===== src/rtl/wbuf_pkg.sv =====
package wbuf_pkg;
  localparam int ADDR_W = 32;
  localparam int DATA_W = 32;

  typedef enum logic [1:0] {
    TR_IDLE   = 2'd0,
    TR_BUSY   = 2'd1,
    TR_NONSEQ = 2'd2,
    TR_SEQ    = 2'd3
  } trans_e;

  typedef enum logic [2:0] {
    DR_IDLE,    // waiting for a closed group or a read
    DR_GRP,     // inside a burst, next word sequential
    DR_GRPN,    // inside a burst, after a region break
    DR_TRAIL,   // trailing idle after a store group
    DR_RDN,     // read beat
    DR_RTRAIL   // trailing beat after a read
  } drain_st_e;

  typedef struct packed {
    logic [ADDR_W-1:0] addr;
    logic [DATA_W-1:0] data;
    logic [1:0]        size;
    logic              cont;
  } entry_t;
endpackage


===== src/rtl/wbuf_store.sv =====
module wbuf_store
  import wbuf_pkg::*;
#(
  parameter int DEPTH = 4,
  parameter int CNT_W = $clog2(DEPTH + 1)
) (
  input  logic             clk,
  input  logic             rst_n,
  input  logic             push,
  input  entry_t           push_ent,
  input  logic             pop,
  output entry_t           head,
  output logic [CNT_W-1:0] count,
  output logic             closed_any
);
  localparam int PTR_W = (DEPTH > 1) ? $clog2(DEPTH) : 1;
  localparam logic [PTR_W-1:0] LAST_IDX = PTR_W'(DEPTH - 1);

  entry_t           mem [DEPTH];
  logic [PTR_W-1:0] wp, rp;
  logic [CNT_W-1:0] closed_n;

  function automatic logic [PTR_W-1:0] bump(input logic [PTR_W-1:0] p);
    return (p == LAST_IDX) ? '0 : p + 1'b1;
  endfunction

  always_ff @(posedge clk) begin
    if (!rst_n) begin
      for (int i = 0; i < DEPTH; i++) mem[i] <= '0;
    end else if (push) begin
      mem[wp] <= push_ent;
    end
  end

  always_ff @(posedge clk) begin
    if (!rst_n) begin
      wp       <= '0;
      rp       <= '0;
      count    <= '0;
      closed_n <= '0;
    end else begin
      if (push) wp <= bump(wp);
      if (pop)  rp <= bump(rp);
      count    <= count + CNT_W'(push) - CNT_W'(pop);
      closed_n <= closed_n + CNT_W'(push && !push_ent.cont)
                           - CNT_W'(pop && !head.cont);
    end
  end

  assign head       = mem[rp];
  assign closed_any = (closed_n != '0);
endmodule


===== src/rtl/wbuf_core_if.sv =====
module wbuf_core_if #(
  parameter int DEPTH = 4,
  parameter int CNT_W = $clog2(DEPTH + 1)
) (
  input  logic             wr_valid,
  input  logic [CNT_W-1:0] count,
  input  logic             rd_req,
  input  logic             rd_done,
  output logic             wr_ready,
  output logic             push,
  output logic             core_stall
);
  logic full;

  assign full       = (count == CNT_W'(DEPTH));
  assign wr_ready   = !full;
  assign push       = wr_valid && wr_ready;
  assign core_stall = (rd_req && !rd_done) || (wr_valid && !wr_ready);
endmodule


===== src/rtl/wbuf_drain.sv =====
module wbuf_drain
  import wbuf_pkg::*;
#(
  parameter int DEPTH       = 4,
  parameter int REGION_BITS = 10,
  parameter int CNT_W       = $clog2(DEPTH + 1)
) (
  input  logic              clk,
  input  logic              rst_n,
  input  entry_t            head,
  input  logic [CNT_W-1:0]  count,
  input  logic              closed_any,
  input  logic              push,
  input  logic              rd_req,
  input  logic              rd_fetch,
  input  logic [ADDR_W-1:0] rd_addr,
  input  logic              seq_ready,
  output logic              seq_valid,
  output trans_e            seq_trans,
  output logic              seq_write,
  output logic [ADDR_W-1:0] seq_addr,
  output logic [DATA_W-1:0] seq_data,
  output logic [1:0]        seq_size,
  output logic              pop,
  output logic              rd_done
);
  drain_st_e st, st_n;
  logic      rk_fetch;
  logic      hs, at_bound, last_word;
  drain_st_e after_last, after_word;

  assign hs         = seq_valid && seq_ready;
  assign at_bound   = (head.addr[REGION_BITS-1:0] == '0);
  assign last_word  = (count == CNT_W'(1)) && !push;
  assign after_last = (last_word && rd_req && rd_fetch) ? DR_RDN : DR_TRAIL;
  assign after_word = head.cont ? DR_GRP : after_last;

  always_comb begin
    st_n      = st;
    seq_valid = 1'b0;
    seq_trans = TR_IDLE;
    seq_write = 1'b0;
    seq_addr  = '0;
    seq_data  = '0;
    seq_size  = '0;
    pop       = 1'b0;
    rd_done   = 1'b0;
    case (st)
      DR_IDLE: begin
        if (closed_any) begin
          seq_valid = 1'b1;
          seq_trans = TR_NONSEQ;
          seq_write = 1'b1;
          seq_addr  = head.addr;
          seq_data  = head.data;
          seq_size  = head.size;
          if (hs) begin
            pop  = 1'b1;
            st_n = after_word;
          end
        end else if ((count == '0) && rd_req) begin
          seq_valid = 1'b1;
          seq_trans = TR_NONSEQ;
          seq_addr  = rd_addr;
          seq_size  = 2'd2;
          if (hs) begin
            rd_done = 1'b1;
            st_n    = DR_RTRAIL;
          end
        end
      end
      DR_GRP: begin
        seq_valid = 1'b1;
        if (at_bound) begin
          seq_trans = TR_IDLE;
          if (hs) st_n = DR_GRPN;
        end else begin
          seq_trans = TR_SEQ;
          seq_write = 1'b1;
          seq_addr  = head.addr;
          seq_data  = head.data;
          seq_size  = head.size;
          if (hs) begin
            pop  = 1'b1;
            st_n = after_word;
          end
        end
      end
      DR_GRPN: begin
        seq_valid = 1'b1;
        seq_trans = TR_NONSEQ;
        seq_write = 1'b1;
        seq_addr  = head.addr;
        seq_data  = head.data;
        seq_size  = head.size;
        if (hs) begin
          pop  = 1'b1;
          st_n = after_word;
        end
      end
      DR_TRAIL: begin
        seq_valid = 1'b1;
        seq_trans = TR_IDLE;
        if (hs) st_n = DR_IDLE;
      end
      DR_RDN: begin
        seq_valid = 1'b1;
        seq_trans = TR_NONSEQ;
        seq_addr  = rd_addr;
        seq_size  = 2'd2;
        if (hs) begin
          rd_done = 1'b1;
          st_n    = DR_RTRAIL;
        end
      end
      DR_RTRAIL: begin
        seq_valid = 1'b1;
        seq_trans = rk_fetch ? TR_BUSY : TR_IDLE;
        if (hs) st_n = DR_IDLE;
      end
      default: st_n = DR_IDLE;
    endcase
  end

  always_ff @(posedge clk) begin
    if (!rst_n) begin
      st       <= DR_IDLE;
      rk_fetch <= 1'b0;
    end else begin
      st <= st_n;
      if (rd_done) rk_fetch <= rd_fetch;
    end
  end
endmodule


===== src/rtl/post_wbuf.sv =====
module post_wbuf
  import wbuf_pkg::*;
#(
  parameter int DEPTH       = 4,
  parameter int REGION_BITS = 10
) (
  input  logic              clk,
  input  logic              rst_n,
  input  logic              wr_valid,
  output logic              wr_ready,
  input  logic [ADDR_W-1:0] wr_addr,
  input  logic [DATA_W-1:0] wr_data,
  input  logic [1:0]        wr_size,
  input  logic              wr_cont,
  input  logic              rd_req,
  input  logic              rd_fetch,
  input  logic [ADDR_W-1:0] rd_addr,
  output logic              core_stall,
  output logic              rd_done,
  output logic              seq_valid,
  input  logic              seq_ready,
  output logic [1:0]        seq_trans,
  output logic              seq_write,
  output logic [ADDR_W-1:0] seq_addr,
  output logic [DATA_W-1:0] seq_data,
  output logic [1:0]        seq_size
);
  localparam int CNT_W = $clog2(DEPTH + 1);

  entry_t           push_ent, head;
  logic [CNT_W-1:0] count;
  logic             closed_any, push, pop;
  trans_e           trans;

  assign push_ent = '{addr: wr_addr, data: wr_data, size: wr_size, cont: wr_cont};

  wbuf_core_if #(.DEPTH(DEPTH), .CNT_W(CNT_W)) core_if_i (
    .wr_valid   (wr_valid),
    .count      (count),
    .rd_req     (rd_req),
    .rd_done    (rd_done),
    .wr_ready   (wr_ready),
    .push       (push),
    .core_stall (core_stall)
  );

  wbuf_store #(.DEPTH(DEPTH), .CNT_W(CNT_W)) store_i (
    .clk        (clk),
    .rst_n      (rst_n),
    .push       (push),
    .push_ent   (push_ent),
    .pop        (pop),
    .head       (head),
    .count      (count),
    .closed_any (closed_any)
  );

  wbuf_drain #(.DEPTH(DEPTH), .REGION_BITS(REGION_BITS), .CNT_W(CNT_W)) drain_i (
    .clk        (clk),
    .rst_n      (rst_n),
    .head       (head),
    .count      (count),
    .closed_any (closed_any),
    .push       (push),
    .rd_req     (rd_req),
    .rd_fetch   (rd_fetch),
    .rd_addr    (rd_addr),
    .seq_ready  (seq_ready),
    .seq_valid  (seq_valid),
    .seq_trans  (trans),
    .seq_write  (seq_write),
    .seq_addr   (seq_addr),
    .seq_data   (seq_data),
    .seq_size   (seq_size),
    .pop        (pop),
    .rd_done    (rd_done)
  );

  assign seq_trans = trans;
endmodule


===== config.mk =====
export PLATFORM = sky130hd
export DESIGN_NAME = post_wbuf
export DESIGN_NICKNAME = d
export VERILOG_FILES = /design/src/rtl/wbuf_pkg.sv /design/src/rtl/wbuf_store.sv /design/src/rtl/wbuf_core_if.sv /design/src/rtl/wbuf_drain.sv /design/src/rtl/post_wbuf.sv
export SDC_FILE = /design/constraint.sdc
export NUM_CORES = 1
export LEC_CHECK = 0
export ABC_AREA = 1
export BUFFER_PORTS_ARGS = -buffer_cell sky130_fd_sc_hd__buf_2
export CORE_MARGIN = 2
export CORE_UTILIZATION = 62
export CTS_CLUSTER_DIAMETER = 50
export DETAILED_ROUTE_END_ITERATION = 6
export GPL_ROUTABILITY_DRIVEN = 0
export PLACE_DENSITY = 0.95
export SYNTH_ARGS = -nofsm -noshare
export SYNTH_HDL_FRONTEND = slang
export SYNTH_SLANG_ARGS = --single-unit

===== constraint.sdc =====
create_clock -name clk -period 19.3 [get_ports clk]
set_clock_uncertainty 0.1 [all_clocks]
set_input_delay 1.93 -clock clk [delete_from_list [all_inputs] [get_ports clk]]
set_output_delay 1.93 -clock clk [all_outputs]
set_load 0.005 [all_outputs]

==> flow_metrics.py, run 1 <==
metrics = {
    "sta": {
        "final-hold-violation-count": 0,
        "tns_ns": 0,
        "period_needed_ns": 6.06,
        "max_freq_mhz": 165,
        "slew_viol_final": 0,
        "slew-limit-headroom_pct": 12.7,
        "rsz0062_at_grt": "false",
        "fin_crit_sh_pct": 31.4,
        "worst_pin_slew_ns": 1.31,
        "setup_viol": 0,
    },
    "layout": {
        "layout.nets": 1619,
        "final_cell_mix": "nor2_1 (472), edfxtp_1 (268), buf_2 (177)",
        "n_antenna_cell": 0,
        "fin_cells": 1804,
        "final_common_cell": "nor2_1",
        "fillers": 1386,
        "final_layout_size_suffix_gt1_share_pct": 16.9,
        "area_growth_pct": 15.4,
        "stdcell_area_um2": 15100,
    },
    "clock_network": {
        "cts.sinks": 284,
        "h-tree-depth": 1,
        "postCtsSetupBuffers": 0,
        "cts-resized-gates": 0,
        "clk_pin_slew_ns": 0.07,
        "hold_buffers": 0,
        "cts_buffers": 29,
        "clk_latency_ns": 0.57,
        "cts_tree": "yes",
        "clk_path_buf_depth": 3,
        "cts-root-buf": "clkbuf_16",
    },
    "grt": {
        "grt_start_max_net_pins": 135,
        "grt_pass1_wl_um": 52200,
        "grt_use_total_pct": 30.1,
        "antenna_found_initial": 0,
        "overflow": 0,
        "grt_pass1_vias": 10700,
    },
    "routing": {
        "dr.pass1.iters": 7,
        "wl_um": 33600,
        "avgRoutedWirePerCell_um": 18.6,
        "antenna_left": 0,
        "drtIter0Drc": 1316,
        "drc_errors": 1,
        "vias": 10600,
        "viasPerCell": 5.86,
    },
    "logic_synthesis": {
        "synthAdderAreaFrac_pct": 0.882,
        "syn-cell-area_um2": 13100,
        "synth_simple_gate_area_share_pct": 19.0,
        "syn_inst": 1371,
        "synth_cell_types": 30,
        "synth_nets": 1484,
        "async_reset_ff_share_pct": 0,
        "yosysWarnings": 0,
        "synth-main-ff-cell": "edfxtp_1",
        "yosysSeqAreaShare_pct": 64.1,
        "synth-seq-cells": 284,
        "ys_top_cells_by_area": "edfxtp_1 (62%), nor2_1 (14%), o21ai_0 (5.1%)",
        "synth_edf_count": 268,
        "synthXorXnorAreaFrac_pct": 0.134,
        "avgSynthCellArea_um2": 9.52,
        "synth_compound_area_share_pct": 8.89,
        "synth_top_cell_area_share_pct": 61.6,
        "synth_top_family_by_area": "simple AND/OR/NAND/NOR gates",
        "synthMuxAreaShare_pct": 0,
        "synth_top_area_cell": "edfxtp_1",
    },
    "setup_path": {
        "r2r_cells": 19,
        "path_class": "reg2out",
        "path_common_cell": "nand2_1",
        "cp.arrival_ns": 4.03,
        "crit_path_cell_trace": "buf_4 > nand2_1 > nand3_1 > nand2_1 > nand2_1 > nor2_2 > nand3_2 > nand2_2 > nand2_4 > inv_4 > a211oi_1 > buf_2",
        "path_buf_inv": 3,
        "r2r_slack_ns": 14.91,
        "r2r_end": "store_i.closed_n[2]",
        "crit_required_ns": 17.27,
        "cp-end-kind": "output pin",
        "path_delay_family": "buffers and inverters",
        "cp_slowest_stage_delay_ns": 0.86,
        "critPathMaxFanout": 99,
        "critPathLaunchType": "flip-flop",
        "slowest_stage": "buf_4",
    },
    "floorplan": {
        "ios": 178,
        "die_h_um": 149,
        "rows": 53,
        "start_util_pct": 62.7,
        "die-area_um2": 22200,
        "coreArea_um2": 20800,
        "die_width_um": 149,
    },
    "power_and_ir_drop": {
        "p_per_area_nw_per_um2": 147,
        "p_leak_nw": 6.62,
        "p_clk_share_pct": 28.2,
        "p_sw_share_pct": 37.0,
        "power_mw": 2.22,
        "power_frac_comb_pct": 35.5,
        "p_seq_share_pct": 36.3,
        "netSwitchingPower_mw": 0.820,
        "p_int_mw": 1.40,
        "ir_drop_v": 0.000101,
    },
    "min_path": {
        "hold_class": "reg2reg",
        "hp-start": "store_i.rp[1]",
        "holdPathStages": 2,
    },
    "outcome": {
        "violations": "design-rule violations",
        "status": "finished with violations",
    },
    "run": {
        "drv_cap": 0,
    },
    "placement": {
        "placedCellCount": 1750,
        "portBuffers": 177,
        "placed_cell_area_um2": 14000,
        "hpwlAfterDp_um": 18700,
    },
}
how the worst max path moves through the flow:
stage                          from            endpoint  cells past startpoint
after floorplan               rst_n   store_i.mem[3][0]                      5
after global placement        rst_n  store_i.mem[1][11]                      8
after detailed placement      rst_n  store_i.mem[1][22]                      8
after CTS                 flip-flop         seq_size[0]                     12
after global routing      flip-flop         seq_size[0]                     12
final                     flip-flop         seq_size[0]                     12
tightest hold or removal path, delay by kind of cell, from the launching register on:
family | cells | cell delay [ns]
DFF | 1 | 0.31
and+or+nand+nor | 2 | 0.18
flip-flops by register name, summed over array words and instances, names as in the netlist, named ones only:
register	flops
drain_i.rk_fetch	1
store_i.closed_n	3
drain_i.st	3
store_i.mem	268
store_i.wp	2
store_i.count	3
store_i.rp	2
power by group through the flow:
stage	registers (mW)	logic [mW]	clock network, mW
final	0.805	0.789	0.626
after global routing	0.811	0.868	0.648
after CTS	0.803	0.779	0.624
after detailed placement	0.815	0.760	0
after global placement	0.809	0.732	0
after floorplan	0.799	0.525	0
Yosys cell counts (all sizes together), types with 2 or more instances:
cell,count
o22ai,33
nand4,3
dfxtp,16
fa,2
nand3,35
o21ai,144
a21oi,42
clkbuf,52
xnor2,2
nor3,2
nor2,474
inv,135
ha,6
nand2,123
edfxtp,268
buf,30
final cells by class:
cell class	count	area, um2	area share [%]
inverters	135	512	3.40
well taps	275	344	2.28
multi-input cells	870	3820	25.4
repair buffers	186	953	6.33
clock inverters	25	340	2.26
clock buffers	29	726	4.82
flip-flops and latches	284	8370	55.6
layer usage:
| metal | routed length [um] | track usage [%] | up-vias |
|---|---|---|---|
| met5 | 0 | 0 | - |
| met4 | 1110 | 14.1 | 0 |
| met3 | 3580 | 5.75 | 108 |
| met2 | 16800 | 51.8 | 744 |
| met1 | 12000 | 36.8 | 4927 |
| li1 | - | - | 4787 |
kinds of logic after synthesis:
family,Yosys count
AO/OA/AOI/OAI,222
XOR/XNOR,2
adder cells (fa/ha/maj),8
buffers and inverters,217
flip-flops,284
AND/OR/NAND/NOR,638
per-stage QoR:
| step | setup slack, ns | util [%] | hold WS, ns |
|---|---|---|---|
| floorplan | 11.76 | - | 0.378 |
| global placement | 13.96 | 67.3 | 0.387 |
| detailed placement | 13.78 | 67.3 | 0.396 |
| CTS | 13.37 | 72.4 | 0.414 |
| global route | 13.06 | 72.4 | 0.457 |
| finish | 13.24 | 72.4 | 0.420 |
(Power assumes the default switching activity.)
==> inputs of run 2 (changes only) <==
Settings changed: CORE_UTILIZATION 62 to 58, PLACE_DENSITY 0.95 to 0.9.
Clock period 19.3 ns to 5.9 ns, I/O delays scaled along.
==> run 2 against run 1 <==
The run now ends clean. Global-route usage shrank 3.3 points. Non-clock buffer count grew 2. Routed wire length shrank 4.9%. Sequential cell count is the same. Sequential power grew to 3.4 times the previous value. Combinational power grew to 3.1 times the previous value. First-iteration DRC count shrank 26%. Critical path depth is the same. Total power grew to 3.2 times the previous value. Count of clock-buffer cells in the layout grew 4. Largest power group unchanged.
==> flow_metrics.py, run 2 (same netlist as run 1, synthesis figures left out) <==
metrics = {
    "power_and_ir_drop": {
        "p_clk_share_pct": 28.9,
        "p_int_mw": 4.63,
        "p_sw_share_pct": 35.7,
        "p_leak_nw": 6.64,
        "netSwitchingPower_mw": 2.57,
        "power_mw": 7.20,
        "p_seq_share_pct": 37.5,
        "power_frac_comb_pct": 33.6,
        "p_per_area_nw_per_um2": 476,
        "ir_drop_v": 0.000292,
    },
    "placement": {
        "hpwlAfterDp_um": 17700,
        "placedCellCount": 1757,
        "portBuffers": 177,
        "pre_cts_slack_ns": 1.97,
        "placed_cell_area_um2": 14000,
    },
    "layout": {
        "final_common_cell": "nor2_1",
        "final_cell_mix": "nor2_1 (472), edfxtp_1 (268), buf_2 (177)",
        "fillers": 1592,
        "fin_cells": 1813,
        "n_antenna_cell": 0,
        "layout.nets": 1622,
        "largest_register_ff_count": 268,
        "largest-register": "store_i.mem",
        "stdcell_area_um2": 15100,
        "area_growth_pct": 15.9,
        "final_layout_size_suffix_gt1_share_pct": 17.1,
        "utilization_pct": 68.9,
    },
    "clock_network": {
        "clk_pin_slew_ns": 0.06,
        "clk_latency_ns": 0.54,
        "clk_path_buf_depth": 3,
        "cts.sinks": 284,
        "hold_buffers": 0,
        "h-tree-depth": 1,
        "postCtsSetupBuffers": 0,
        "cts-root-buf": "clkbuf_16",
        "cts-resized-gates": 0,
        "cts_tree": "yes",
        "cts_buffers": 30,
    },
    "setup_path": {
        "cp-end-kind": "output pin",
        "cp.arrival_ns": 3.81,
        "critPathLaunchType": "flip-flop",
        "path_class": "reg2out",
        "crit_required_ns": 5.21,
        "path_common_cell": "nand2_1",
        "slowest_stage": "dfxtp_4",
        "crit_path_cell_trace": "inv_4 > nand2_1 > nand3_1 > nand2_1 > nand2_1 > inv_1 > nand3_2 > nand2_2 > nand2_4 > inv_4 > a21oi_1 > buf_2",
        "cp_slowest_stage_delay_ns": 0.87,
        "path_delay_family": "buffers and inverters",
        "critPathMaxFanout": 74,
        "path_buf_inv": 4,
    },
    "floorplan": {
        "coreArea_um2": 22000,
        "ios": 178,
        "rows": 54,
        "die-area_um2": 23700,
        "die_width_um": 154,
        "die_h_um": 154,
        "start_util_pct": 59.5,
    },
    "routing": {
        "antenna_left": 0,
        "drtIter0Drc": 979,
        "vias": 10200,
        "drc_errors": 0,
        "avgRoutedWirePerCell_um": 17.6,
        "dr.pass1.iters": 6,
        "wl_um": 31900,
        "viasPerCell": 5.65,
    },
    "sta": {
        "worst_pin_slew_ns": 1.09,
        "slew-limit-headroom_pct": 27.2,
        "rsz0062_at_grt": "false",
        "fin_crit_sh_pct": 76.3,
        "max_freq_mhz": 222,
        "final-hold-violation-count": 0,
        "layout_setup_ws_ns": 1.40,
        "setup_viol": 0,
        "slew_viol_final": 0,
        "fin_hold_ws_ns": 0.206,
        "period_needed_ns": 4.50,
        "tns_ns": 0,
    },
    "grt": {
        "grt_use_total_pct": 26.8,
        "overflow": 0,
        "antenna_found_initial": 0,
        "grt_start_max_net_pins": 75,
        "grt_pass1_vias": 10100,
        "grt_pass1_wl_um": 50700,
    },
    "min_path": {
        "hold_class": "in2reg",
    },
    "run": {
        "drv_cap": 0,
    },
    "outcome": {
        "status": "finished clean",
    },
}
==> run 2: cell type report <==
cell class	instances	area (um2)	share of cell area [%]
Sequential cell	284	8370	55.3
Multi-Input combinational cell	870	3820	25.2
Timing Repair Buffer	188	968	6.40
Clock buffer	33	783	5.17
Inverter	135	512	3.38
Tap cell	280	350	2.31
Clock inverter	23	329	2.17
==> run 2: worst reg2reg max path: cells and delay by family (launching register included) <==
family	cells	cell delay (ns)
AND/OR/NAND/NOR	8	1.18
flip-flops	1	0.87
adder cells (fa/ha/maj)	3	0.80
buffers and inverters	5	0.78
AO/OA/AOI/OAI	3	0.28
==> run 2: final timing paths <==
path / to / cells past startpoint / slack, ns / from
max: seq_data[6] / 12 / 1.40 / flip-flop
min: drain_i.rk_fetch / 3 / 0.21 / rd_fetch
max reg2reg: store_i.closed_n[2] / 19 / 1.83 / flip-flop
min reg2reg: drain_i.rk_fetch / 2 / 0.43 / drain_i.rk_fetch
==> run 2: power by group through the flow <==
stage | clock network [mW] | logic, mW | registers, mW
detailed placement | 0 | 2.39 | 2.73
global route | 2.18 | 2.71 | 2.72
finish | 2.08 | 2.42 | 2.70
CTS | 2.09 | 2.42 | 2.69
global placement | 0 | 2.33 | 2.72
floorplan | 0 | 1.72 | 2.61
==> run 2: routing by layer <==
layer / vias up / global-route usage [%] / wire (um)
li1: 4787 / - / -
met1: 4836 / 36.3 / 12500
met2: 552 / 44.7 / 15800
met3: 71 / 4.03 / 2880
met4: 0 / 9.35 / 711
met5: - / 0 / 0
